===== config.mk =====
export PLATFORM = sky130hd
export DESIGN_NAME = cs_dma_engine
export DESIGN_NICKNAME = d
export VERILOG_FILES = /design/src/rtl/csdma_pkg.sv /design/src/rtl/csdma_cfg.sv /design/src/rtl/csdma_seq.sv /design/src/rtl/cs_dma_engine.sv
export SDC_FILE = /design/constraint.sdc
export NUM_CORES = 1
export LEC_CHECK = 0
export ABC_AREA = 0
export ABC_CLOCK_PERIOD_IN_PS = 4900
export BUFFER_PORTS_ARGS = -buffer_cell sky130_fd_sc_hd__buf_4
export CAP_MARGIN = 10
export CORE_ASPECT_RATIO = 0.6
export CORE_MARGIN = 3
export CORE_UTILIZATION = 45
export CTS_BUF_LIST = sky130_fd_sc_hd__clkbuf_8
export CTS_CLUSTER_SIZE = 14
export DETAILED_ROUTE_END_ITERATION = 12
export PLACE_DENSITY = 0.68
export SLEW_MARGIN = 40
export SYNTH_ARGS = -nofsm -noshare
export SYNTH_HDL_FRONTEND = slang
export SYNTH_HIERARCHICAL = 1
export SYNTH_SLANG_ARGS = --single-unit
export TNS_END_PERCENT = 50

===== constraint.sdc =====
create_clock -name clk -period 4.9 [get_ports clk]
set_clock_uncertainty 0.2 [all_clocks]
set_input_delay 0.49 -clock clk [delete_from_list [all_inputs] [get_ports clk]]
set_output_delay 0.49 -clock clk [all_outputs]
set_load 0.01 [all_outputs]

===== src/rtl/csdma_pkg.sv =====
// Shared definitions for the cycle-stealing DMA engine.
// Assumes: register select codes and the space encoding are fixed by the requirements.
package csdma_pkg;

    typedef enum logic [2:0] {
        ST_IDLE,
        ST_WAIT,
        ST_REQ,
        ST_READ,
        ST_WRITE
    } seq_state_t;

    localparam logic [2:0] SEL_CTRL   = 3'd0;
    localparam logic [2:0] SEL_DEV    = 3'd1;
    localparam logic [2:0] SEL_MEM    = 3'd2;
    localparam logic [2:0] SEL_COUNT  = 3'd3;
    localparam logic [2:0] SEL_STATUS = 3'd4;

    localparam logic SPACE_MEM = 1'b0;
    localparam logic SPACE_DEV = 1'b1;

    localparam logic DIR_DEV2MEM = 1'b0;
    localparam logic DIR_MEM2DEV = 1'b1;

endpackage


===== src/rtl/csdma_cfg.sv =====
// Register file of the DMA engine. It holds the direction, the device address,
// the memory pointer, the remaining word count and the sticky done flag.
// Assumes: word_done pulses once per completed word, only while busy.
// Programming writes are accepted only while idle; a status clear is accepted at any time.
module csdma_cfg
    import csdma_pkg::*;
#(
    parameter int AW = 16,
    parameter int DW = 16,
    parameter int CW = 16
) (
    input  logic          clk,
    input  logic          rst_n,
    input  logic          wr_en,
    input  logic [2:0]    wr_sel,
    input  logic [DW-1:0] wr_data,
    input  logic          busy,
    input  logic          word_done,
    output logic          start_go,
    output logic          dir,
    output logic [AW-1:0] dev_addr,
    output logic [AW-1:0] mem_addr,
    output logic          last_word,
    output logic          done
);

    localparam logic [CW-1:0] CNT_ONE = CW'(1);

    logic [CW-1:0] count;
    logic          idle_wr;
    logic          start_hit;
    logic          cnt_zero;
    logic          clr_hit;

    // Decode the register strobes and start conditions.
    always_comb begin
        idle_wr   = wr_en && !busy;
        start_hit = idle_wr && (wr_sel == SEL_CTRL) && wr_data[0];
        cnt_zero  = (count == '0);
        start_go  = start_hit && !cnt_zero;
        last_word = (count == CNT_ONE);
        clr_hit   = wr_en && (wr_sel == SEL_STATUS) && wr_data[0];
    end

    // Direction bit: loaded by a control write while idle.
    always_ff @(posedge clk) begin
        if (!rst_n)
            dir <= DIR_DEV2MEM;
        else if (idle_wr && wr_sel == SEL_CTRL)
            dir <= wr_data[1];
    end

    // Device port address: loaded while idle, fixed during a transfer.
    always_ff @(posedge clk) begin
        if (!rst_n)
            dev_addr <= '0;
        else if (idle_wr && wr_sel == SEL_DEV)
            dev_addr <= wr_data[AW-1:0];
    end

    // Memory pointer: loaded while idle, advanced after every word.
    always_ff @(posedge clk) begin
        if (!rst_n)
            mem_addr <= '0;
        else if (word_done)
            mem_addr <= mem_addr + 1'b1;
        else if (idle_wr && wr_sel == SEL_MEM)
            mem_addr <= wr_data[AW-1:0];
    end

    // Remaining word count: loaded while idle, decremented after every word.
    always_ff @(posedge clk) begin
        if (!rst_n)
            count <= '0;
        else if (word_done)
            count <= count - 1'b1;
        else if (idle_wr && wr_sel == SEL_COUNT)
            count <= wr_data[CW-1:0];
    end

    // Sticky completion flag: a start reloads it, the last word sets it, a status write clears it.
    always_ff @(posedge clk) begin
        if (!rst_n)
            done <= 1'b0;
        else if (start_hit)
            done <= cnt_zero;
        else if (word_done && last_word)
            done <= 1'b1;
        else if (clr_hit)
            done <= 1'b0;
    end

    // the pointer moves by exactly one word after each completed word
    p_mem_step_r7: assert property (@(posedge clk) disable iff (!rst_n)
        $past(word_done) |-> (mem_addr == AW'($past(mem_addr) + 1'b1)));

    // the device address holds for the whole transfer
    p_dev_hold_r7: assert property (@(posedge clk) disable iff (!rst_n)
        (busy && $past(busy)) |-> $stable(dev_addr));

    // the count changes during a transfer only by word completion
    p_count_ignore_r9: assert property (@(posedge clk) disable iff (!rst_n)
        (busy && !word_done) |=> $stable(count));

    // a zero-count start finishes at once without going busy
    p_zero_done_r10: assert property (@(posedge clk) disable iff (!rst_n)
        (start_hit && cnt_zero) |=> (done && !busy));

    // the flag stays set until it is cleared or a new start arrives
    p_done_sticky_r8: assert property (@(posedge clk) disable iff (!rst_n)
        (done && !clr_hit && !start_hit) |=> done);

endmodule


===== src/rtl/csdma_seq.sv =====
// Bus sequencer of the DMA engine. For each word it waits for the peripheral,
// requests the bus, runs one read phase and one write phase, and releases the bus.
// Assumes: the arbiter holds bus_gnt while bus_req stays high, and read data is
// valid at the end of the read cycle.
module csdma_seq
    import csdma_pkg::*;
#(
    parameter int AW = 16,
    parameter int DW = 16
) (
    input  logic          clk,
    input  logic          rst_n,
    input  logic          start_go,
    input  logic          dir,
    input  logic [AW-1:0] dev_addr,
    input  logic [AW-1:0] mem_addr,
    input  logic          last_word,
    input  logic          dev_ready,
    input  logic          bus_gnt,
    input  logic [DW-1:0] bus_rdata,
    output logic          bus_req,
    output logic          bus_valid,
    output logic          bus_we,
    output logic          bus_space,
    output logic [AW-1:0] bus_addr,
    output logic [DW-1:0] bus_wdata,
    output logic          word_done,
    output logic          busy
);

    seq_state_t    state;
    logic [DW-1:0] hold;
    logic          first_space;

    // Per-word state machine: wait for ready, request, read, write.
    always_ff @(posedge clk) begin
        if (!rst_n) begin
            state <= ST_IDLE;
        end else begin
            case (state)
                ST_IDLE:  if (start_go)  state <= ST_WAIT;
                ST_WAIT:  if (dev_ready) state <= ST_REQ;
                ST_REQ:   if (bus_gnt)   state <= ST_READ;
                ST_READ:                 state <= ST_WRITE;
                ST_WRITE:                state <= last_word ? ST_IDLE : ST_WAIT;
                default:                 state <= ST_IDLE;
            endcase
        end
    end

    // One-word holding register, loaded at the end of the read phase.
    always_ff @(posedge clk) begin
        if (!rst_n)
            hold <= '0;
        else if (state == ST_READ)
            hold <= bus_rdata;
    end

    // Drive the bus from the state and the direction.
    always_comb begin
        first_space = (dir == DIR_DEV2MEM) ? SPACE_DEV : SPACE_MEM;
        bus_req     = (state == ST_REQ) || (state == ST_READ) || (state == ST_WRITE);
        bus_valid   = (state == ST_READ) || (state == ST_WRITE);
        bus_we      = (state == ST_WRITE);
        bus_space   = (state == ST_WRITE) ? ~first_space : first_space;
        bus_addr    = (bus_space == SPACE_DEV) ? dev_addr : mem_addr;
        bus_wdata   = (state == ST_WRITE) ? hold : '0;
        word_done   = (state == ST_WRITE);
        busy        = (state != ST_IDLE);
    end

    // a pending request is not withdrawn before the grant
    p_req_held_r3: assert property (@(posedge clk) disable iff (!rst_n)
        (state == ST_REQ && !bus_gnt) |=> bus_req);

    // a request starts only after the peripheral was ready
    p_req_ready_r3: assert property (@(posedge clk) disable iff (!rst_n)
        $rose(bus_req) |-> $past(dev_ready));

    // a read phase is always followed by a write phase
    p_pair_r4: assert property (@(posedge clk) disable iff (!rst_n)
        (bus_valid && !bus_we) |=> (bus_valid && bus_we));

    // the bus is released after each write phase
    p_gap_r6: assert property (@(posedge clk) disable iff (!rst_n)
        (bus_valid && bus_we) |=> !bus_req);

    // transfer phases begin only after a grant was seen
    p_first_phase_r11: assert property (@(posedge clk) disable iff (!rst_n)
        $rose(bus_valid) |-> $past(bus_gnt));

endmodule


===== src/rtl/cs_dma_engine.sv =====
// Top of the single-channel cycle-stealing DMA engine: a register file and a
// bus sequencer wired together. The interrupt is the sticky done flag.
// Assumes: one shared single-word bus with request/grant arbitration.
module cs_dma_engine
    import csdma_pkg::*;
#(
    parameter int AW = 16,
    parameter int DW = 16,
    parameter int CW = 16
) (
    input  logic          clk,
    input  logic          rst_n,
    input  logic          cfg_wr_en,
    input  logic [2:0]    cfg_sel,
    input  logic [DW-1:0] cfg_wdata,
    input  logic          dev_ready,
    output logic          bus_req,
    input  logic          bus_gnt,
    output logic          bus_valid,
    output logic          bus_we,
    output logic          bus_space,
    output logic [AW-1:0] bus_addr,
    output logic [DW-1:0] bus_wdata,
    input  logic [DW-1:0] bus_rdata,
    output logic          busy,
    output logic          irq
);

    logic          start_go;
    logic          dir;
    logic [AW-1:0] dev_addr;
    logic [AW-1:0] mem_addr;
    logic          last_word;
    logic          word_done;
    logic          done;

    csdma_cfg #(.AW(AW), .DW(DW), .CW(CW)) u_cfg (
        .clk       (clk),
        .rst_n     (rst_n),
        .wr_en     (cfg_wr_en),
        .wr_sel    (cfg_sel),
        .wr_data   (cfg_wdata),
        .busy      (busy),
        .word_done (word_done),
        .start_go  (start_go),
        .dir       (dir),
        .dev_addr  (dev_addr),
        .mem_addr  (mem_addr),
        .last_word (last_word),
        .done      (done)
    );

    csdma_seq #(.AW(AW), .DW(DW)) u_seq (
        .clk       (clk),
        .rst_n     (rst_n),
        .start_go  (start_go),
        .dir       (dir),
        .dev_addr  (dev_addr),
        .mem_addr  (mem_addr),
        .last_word (last_word),
        .dev_ready (dev_ready),
        .bus_gnt   (bus_gnt),
        .bus_rdata (bus_rdata),
        .bus_req   (bus_req),
        .bus_valid (bus_valid),
        .bus_we    (bus_we),
        .bus_space (bus_space),
        .bus_addr  (bus_addr),
        .bus_wdata (bus_wdata),
        .word_done (word_done),
        .busy      (busy)
    );

    // Interrupt output is the sticky flag.
    always_comb irq = done;

    // completion drops busy in the same cycle that irq rises
    p_irq_idle_r8: assert property (@(posedge clk) disable iff (!rst_n)
        $rose(irq) |-> !busy);

endmodule


==> results by group, run 1 <==
Status
  • Result of the run: completed

Place
  • Detailed-placement wirelength estimate: 7060 um
  • PortBufs: 77
  • Routability Congestion: 0.836

Power
  • Total power draw: 1.22 mW
  • Reported leakage power: 1.84 nW
  • Power share of the sequential group: 0.476
  • Worst vdd rail ir drop: 0.231 mV
  • Sw frac: 0.233
  • Power per cell area: 271 mW/mm^2
  • Internal power: 0.938 mW
  • Power spent charging and discharging nets: 0.284 mW
  • Comb pwr share: 0.095
  • Power share of the clock group: 0.429

Worst setup path
  • Critical Setup Path Class: flop to output port
  • Required time at the endpoint of the critical path: 4.21 ns
  • Data arrival at the endpoint of the critical path: 2.45 ns
  • Critical path endpoint category: output port
  • Launching element type of the critical path: flop
  • Max FO, Critical Path: 42

STA
  • Post-route setup TNS: 0 ns
  • Final hold vios: 0
  • Tightest Pin Transition: 0.802 ns
  • Relative slew slack: 0.465
  • Final slew viol count: 0
  • Number of setup violations in the final report: 0
  • Setup repair after global routing missed its margin: false
  • Final min period: 3.14 ns
  • Maximum clock frequency: 319 MHz
  • Share of the clock period used by the worst path: 0.640

Logic synthesis
  • Synthesized netlist net count: 461
  • Number of flops mapped to enable cells by yosys: 0
  • Syn_area_per_cell: 8.73 um^2
  • Async set or reset register ratio after synthesis: 0
  • Sequential area share after synthesis: 0.379
  • Main synth FF type: dfxtp_1
  • Post-synthesis instance total: 418
  • Cell area after synthesis: 0.00365 mm^2
  • Warnings from Yosys: 6
  • Synthesized flop and latch total: 69
  • Synth unique cells: 61

Drt
  • Vias per cell: 5.59
  • Detailed-route wire length: 9820 um
  • Initial detailed-routing violation count: 281
  • Drt drc: 0
  • Remaining antenna violation count: 0
  • Average detailed-routed wire length per instance: 16.5 um
  • Number of search-and-repair iterations in the first detailed-routing pass: 4
  • Number of vias in the routed layout: 3325

Clock network
  • Post-CTS sizing: 0
  • Clk root buf: clkbuf_8
  • Number of hold-repair buffers added at the cts stage: 0
  • Max H-tree Level: 3
  • Total setup buffers inserted after CTS: 0
  • Clock input transition at the sequential cells of the worst setup and hold paths: 0.07 ns
  • Maximum root-to-sink buffer count: 2
  • Number of buffers inserted during clock tree synthesis: 9
  • Worst-skew pair later-pin latency: 0.35 ns
  • Number of clock sinks: 69
  • TritonCTS clock tree: yes

Min path
  • Classification of the worst-slack hold path: input pin to flop

Die
  • Die width: 122 um
  • Std-Cell Core Area: 0.00757 mm^2
  • # rows: 24
  • Initial core utilization: 0.482
  • Vert. Die Dim: 75.7 um
  • Top-level port count: 78
  • Total Die Area: 0.00926 mm^2

Global routing
  • Pin count of the biggest net entering global routing: 44
  • Global route overflow: 0
  • Antenna violations before repair: 0
  • First-pass GRT wire length: 15700 um
  • All-Layer GR Usage: 0.219
  • Vias in the first global route: 3115

Final layout
  • Final layout net count: 529
  • Fraction of layout cells with a size suffix above 1: 0.267
  • Total of fill cells in the finished design: 729
  • Antenna cell count: 0
  • Layout-stage area growth over the synthesis result: 23.6%

Flow run
  • Max-cap viol count: 0
==> cell families (layout without fill, tap and decap cells) <==
group,count (synthesis),count (layout),synth area share
adders and majority gates,3,3,0.0103
muxes,35,35,0.111
AOI/OAI and AO/OA,90,90,0.179
buffers and inverters,32,105,0.0422
and+or+nand+nor,188,188,0.271
xor gates and xnor gates,1,1,0.00755
DFF,69,69,0.379
==> synthesized netlist by cell type (all sizes together) (2+ instances only) <==
cell	number	area, um^2
dfxtp	69	1380
nand2	66	250
nor2	25	96.4
nand3	22	115
and2	21	131
mux2i	18	180
a21oi	17	85.1
mux2	17	225
a21boi	16	120
clkbuf	13	48.8
a31oi	12	75.1
inv	10	40.0
or3	9	58.8
buf	8	61.3
nand4	7	43.8
a2bb2oi	6	52.6
a32o	6	60.1
nor3	6	35.0
o311ai	6	52.6
nor4	5	52.6
o211ai	5	37.5
o21ai	5	25.0
o2bb2ai	5	43.8
and3	4	26.3
nand2b	4	25.0
nor3b	4	30.0
ha	3	37.5
or2	3	18.8
or4	3	26.3
a211oi	2	15.0
a221oi	2	17.5
a311oi	2	17.5
nand3b	2	15.0
or4b	2	20.0
==> through the flow <==
stage / hold slack (ns) / setup slack [ns] / area (um^2) / cells / utilization
floorplan: 0.239 / 2.45 / 3650 / 418 / -
global route: 0.179 / 1.64 / 4510 / 595 / 0.596
global placement: 0.246 / 1.98 / 4250 / 579 / 0.562
CTS: 0.184 / 1.78 / 4480 / 595 / 0.592
detailed placement: 0.255 / 1.87 / 4260 / 579 / 0.563
finish: 0.189 / 1.76 / 4510 / 595 / 0.596
==> flip-flops by register name, summed over array words and instances, names as in the netlist <==
name	count
u_cfg/count	16
u_cfg/dev_addr	16
u_cfg/done	1
u_cfg/mem_addr	16
u_cfg/dir	1
u_seq/state	3
u_seq/hold	16
==> layout by cell type (no fill, tap or decap), types with 3 or more instances in the layout <==
master | synthesis | final
mux2_4 | 9 | 9
o21ai_0 | 5 | 5
a31oi_1 | 12 | 12
o211ai_1 | 5 | 5
inv_1 | 9 | 10
nand3_1 | 21 | 20
or2_2 | 3 | 3
and3_1 | 3 | 3
mux2_2 | 8 | 8
nor3b_1 | 4 | 4
and2_1 | 21 | 21
a21boi_0 | 16 | 16
a21oi_1 | 17 | 17
nor3_1 | 5 | 5
or3_1 | 7 | 7
dfxtp_1 | 69 | 69
mux2i_1 | 18 | 18
a2bb2oi_1 | 6 | 6
clkbuf_8 | 0 | 11
buf_4 | 2 | 78
nand4_1 | 7 | 7
o311ai_0 | 6 | 6
ha_1 | 3 | 3
nor2_1 | 24 | 24
a32o_1 | 6 | 6
nand2_1 | 65 | 65
o2bb2ai_1 | 5 | 5
nand2b_1 | 4 | 4
==> per-layer routing <==
metal	track usage	routed length [um]	vias to the layer above
met5	0	0	-
met4	0.0633	142	0
met3	0.0638	853	14
met2	0.314	4010	87
met1	0.319	4820	1559
li1	-	-	1665
==> worst max-delay path, cell delays in order (launching register included) <==
cell and delay, ns:
dfxtp_1 0.44, nor2_2 0.07, nand2_2 0.11, inv_4 0.17, xnor2_4 0.69, mux2_2 0.45, buf_4 0.15
==> worst paths after layout <==
| kind | start | endpoint | slack (ns) | cells after the start |
|---|---|---|---|---|
| setup / recovery | u_seq/state[1]$_SDFFE_PN0P_ | bus_addr[4] | 1.76 | 6 |
| hold / removal | bus_rdata[0] | u_seq/hold[0]$_SDFFE_PN0P_ | 0.19 | 3 |
| setup reg to reg | u_seq/state[1]$_SDFFE_PN0P_ | u_cfg/mem_addr[4]$_SDFFE_PN0P_ | 2.01 | 7 |
| hold reg to reg | u_seq/hold[6]$_SDFFE_PN0P_ | u_seq/hold[6]$_SDFFE_PN0P_ | 0.26 | 2 |
==> power by group through the flow <==
stage,logic (mW),registers (mW),clock network [mW]
after floorplan,0.0613,0.591,0
after global placement,0.113,0.593,0
after detailed placement,0.114,0.594,0
after CTS,0.114,0.581,0.532
after global routing,0.127,0.582,0.559
final,0.116,0.581,0.525
==> area by class of cell <==
| type | instances | area, um^2 | area share |
|---|---|---|---|
| clock buffers | 11 | 151 | 0.0336 |
| multi-input cells | 317 | 2140 | 0.475 |
| inverters | 11 | 43.8 | 0.00971 |
| repair buffers | 78 | 586 | 0.130 |
| flip-flops and latches | 69 | 1380 | 0.306 |
| well taps | 104 | 130 | 0.0289 |
| clock inverters | 5 | 73.8 | 0.0164 |
(Power assumes the default switching activity.)
==> inputs of run 2 (changes only) <==
--- a/config.mk
+++ b/config.mk
@@ -6,7 +6,7 @@
 export NUM_CORES = 1
 export LEC_CHECK = 0
 export ABC_AREA = 0
-export ABC_CLOCK_PERIOD_IN_PS = 4900
+export ABC_CLOCK_PERIOD_IN_PS = 2900
 export BUFFER_PORTS_ARGS = -buffer_cell sky130_fd_sc_hd__buf_4
 export CAP_MARGIN = 10
 export CORE_ASPECT_RATIO = 0.6
==> constraint.sdc (replaced) <==
create_clock -name clk -period 2.9 [get_ports clk]
set_clock_uncertainty 0.2 [all_clocks]
set_input_delay 0.29 -clock clk [delete_from_list [all_inputs] [get_ports clk]]
set_output_delay 0.29 -clock clk [all_outputs]
set_load 0.01 [all_outputs]
==> results by group, run 2 (same netlist as run 1, synthesis figures left out) <==
Status
  • Result of the run: completed (unchanged)

Drt
  • Detailed-route wire length: 10300 um (was 9820 um)
  • Average detailed-routed wire length per instance: 16.5 um (about the same)
  • Drt drc: 0 (unchanged)
  • Remaining antenna violation count: 0 (unchanged)
  • Number of vias in the routed layout: 3479 (was 3325)
  • Vias per cell: 5.54 (was 5.59)
  • Number of search-and-repair iterations in the first detailed-routing pass: 5 (was 4)
  • Initial detailed-routing violation count: 358 (was 281)

Place
  • Routability Congestion: 0.850 (was 0.836)
  • Cell area reported after detailed placement: 0.00434 mm^2 (was 0.00426 mm^2)
  • Worst setup slack before clock tree synthesis: 0.438 ns (was 1.87 ns)
  • PortBufs: 77 (unchanged)
  • Detailed-placement wirelength estimate: 7260 um (was 7060 um)

Clock network
  • Max H-tree Level: 3 (unchanged)
  • Total setup buffers inserted after CTS: 0 (unchanged)
  • Post-CTS sizing: 0 (unchanged)
  • Clock input transition at the sequential cells of the worst setup and hold paths: 0.07 ns (about the same)
  • Worst-skew pair later-pin latency: 0.37 ns (was 0.35 ns)
  • Number of buffers inserted during clock tree synthesis: 9 (unchanged)
  • Number of hold-repair buffers added at the cts stage: 22 (was 0)
  • Clk root buf: clkbuf_8 (unchanged)
  • TritonCTS clock tree: yes (unchanged)
  • Maximum root-to-sink buffer count: 2 (unchanged)
  • Number of clock sinks: 69 (unchanged)

Flow run
  • Max-cap viol count: 0 (unchanged)

STA
  • Post-route setup TNS: 0 ns (unchanged)
  • Final hold vios: 0 (unchanged)
  • Final min period: 2.78 ns
  • Number of setup violations in the final report: 0 (unchanged)
  • Tightest Pin Transition: 0.790 ns (was 0.802 ns)
  • Setup slack after layout: 0.124 ns (was 1.76 ns)
  • Relative slew slack: 0.474 (was 0.465)
  • Final slew viol count: 0 (unchanged)
  • Share of the clock period used by the worst path: 0.957
  • Maximum clock frequency: 360 MHz
  • Setup repair after global routing missed its margin: false (unchanged)

Power
  • Reported leakage power: 1.96 nW (was 1.84 nW)
  • Power per cell area: 422 mW/mm^2 (was 271 mW/mm^2)
  • Worst vdd rail ir drop: 0.311 mV (was 0.231 mV)

Global routing
  • First-pass GRT wire length: 16300 um (was 15700 um)
  • All-Layer GR Usage: 0.230 (was 0.219)
  • Pin count of the biggest net entering global routing: 42 (was 44)
  • Global route overflow: 0 (unchanged)
  • Antenna violations before repair: 0 (unchanged)
  • Vias in the first global route: 3214 (was 3115)

Die
  • Std-Cell Core Area: 0.00757 mm^2 (unchanged)
  • Die width: 122 um (unchanged)
  • Top-level port count: 78 (unchanged)
  • # rows: 24 (unchanged)
  • Vert. Die Dim: 75.7 um (unchanged)
  • Initial core utilization: 0.482 (unchanged)
  • Total Die Area: 0.00926 mm^2 (unchanged)

Worst setup path
  • Highest-delay cell along the critical path: xnor2_4 (unchanged)
  • Critical path endpoint category: output port (unchanged)
  • Required time at the endpoint of the critical path: 2.41 ns (was 4.21 ns)
  • Path depth of the worst reg2reg path: 5 (was 7)
  • Biggest cell delay along the critical path: 0.64 ns (was 0.69 ns)
  • Cell chain of the critical path: nor2_2, nand2_2, inv_4, xnor2_4, mux2_2, buf_4 (unchanged)
  • Max FO, Critical Path: 19 (was 42)
  • Data arrival at the endpoint of the critical path: 2.29 ns (was 2.45 ns)
  • Launching element type of the critical path: flop (unchanged)
  • Critical Setup Path Class: flop to output port (unchanged)

Min path
  • Classification of the worst-slack hold path: input pin to flop (unchanged)
  • Number of cells traversed by the worst hold path: 3 (unchanged)

Final layout
  • Post-route cell area: 0.00476 mm^2 (was 0.00451 mm^2)
  • Layout-stage area growth over the synthesis result: 30.4% (was 23.6%)
  • Fraction of layout cells with a size suffix above 1: 0.263 (was 0.267)
  • Most frequent cells in the layout: 89 x buf_4, 69 x dfxtp_1, 65 x nand2_1 (was 78 x buf_4, 69 x dfxtp_1, 65 x nand2_1)
  • Antenna cell count: 0 (unchanged)
  • Commonest non-fill, non-tap cell in the layout: buf_4 (unchanged)
  • Total of fill cells in the finished design: 681 (was 729)
  • Post-route core utilization: 0.628 (was 0.596)
  • Final layout net count: 562 (was 529)
-- run 2: cell count changes in the layout (fill, tap and decap cells not counted), sizes merged --
cell | previous run | this run
dlygate4sd3 | 0 | 22
bufinv | 2 | 1
clkinvlp | 0 | 2
clkinv | 3 | 2
buf | 78 | 89
inv | 11 | 12
clkbuf | 11 | 10
-- run 2: area by class of cell --
class	instances	area, um^2	share of cell area
multi-input cells	317	2110	0.444
flip-flops and latches	69	1380	0.290
repair buffers	111	888	0.187
clock buffers	10	138	0.0289
well taps	104	130	0.0274
clock inverters	6	62.6	0.0132
inverters	11	43.8	0.00921
-- run 2: final timing paths --
kind	start	endpoint	slack, ns
max	u_seq/state[0]$_SDFFE_PN0P_	bus_addr[4]	0.12
min	cfg_wdata[7]	u_cfg/dev_addr[7]$_SDFFE_PN0P_	0.02
max reg2reg	u_seq/state[1]$_SDFFE_PN0P_	u_cfg/count[14]$_SDFFE_PN0P_	0.38
min reg2reg	u_seq/hold[9]$_SDFFE_PN0P_	u_seq/hold[9]$_SDFFE_PN0P_	0.26
-- run 2: layer usage --
layer	part of all wire	vias to the layer above	global-route usage
met1	0.52	1634	0.338
li1	-	1738	-
met4	0.0070	0	0.0633
met3	0.058	10	0.0623
met2	0.42	97	0.333
met5	0	-	0
-- run 2: report_power, final --
group | internal [mW] | leakage, nW | total, mW | switching, mW
clock | 0.419 | 0.100 | 0.800 | 0.381
sequential | 0.964 | 0.557 | 0.982 | 0.0178
combinational | 0.118 | 1.31 | 0.227 | 0.109
total | 1.50 | 1.96 | 2.01 | 0.508
-- run 2: metrics by stage --
step | std cells | hold WS, ns | total power, mW
2_1_floorplan | 418 | 0.206 | 1.10
3_3_place_gp | 590 | 0.245 | 1.20
3_5_place_dp | 590 | 0.252 | 1.20
4_1_cts | 628 | 0.00149 | 2.03
5_1_grt | 628 | 0.0120 | 2.09
6_report | 628 | 0.0171 | 2.01
-- run 2: worst max-delay path, delay by kind of cell, from the launching register on --
family / cells / cell delay, ns
xor+xnor: 1 / 0.64
flops: 1 / 0.45
mux: 1 / 0.42
buf+inv: 2 / 0.25
simple gates: 2 / 0.16
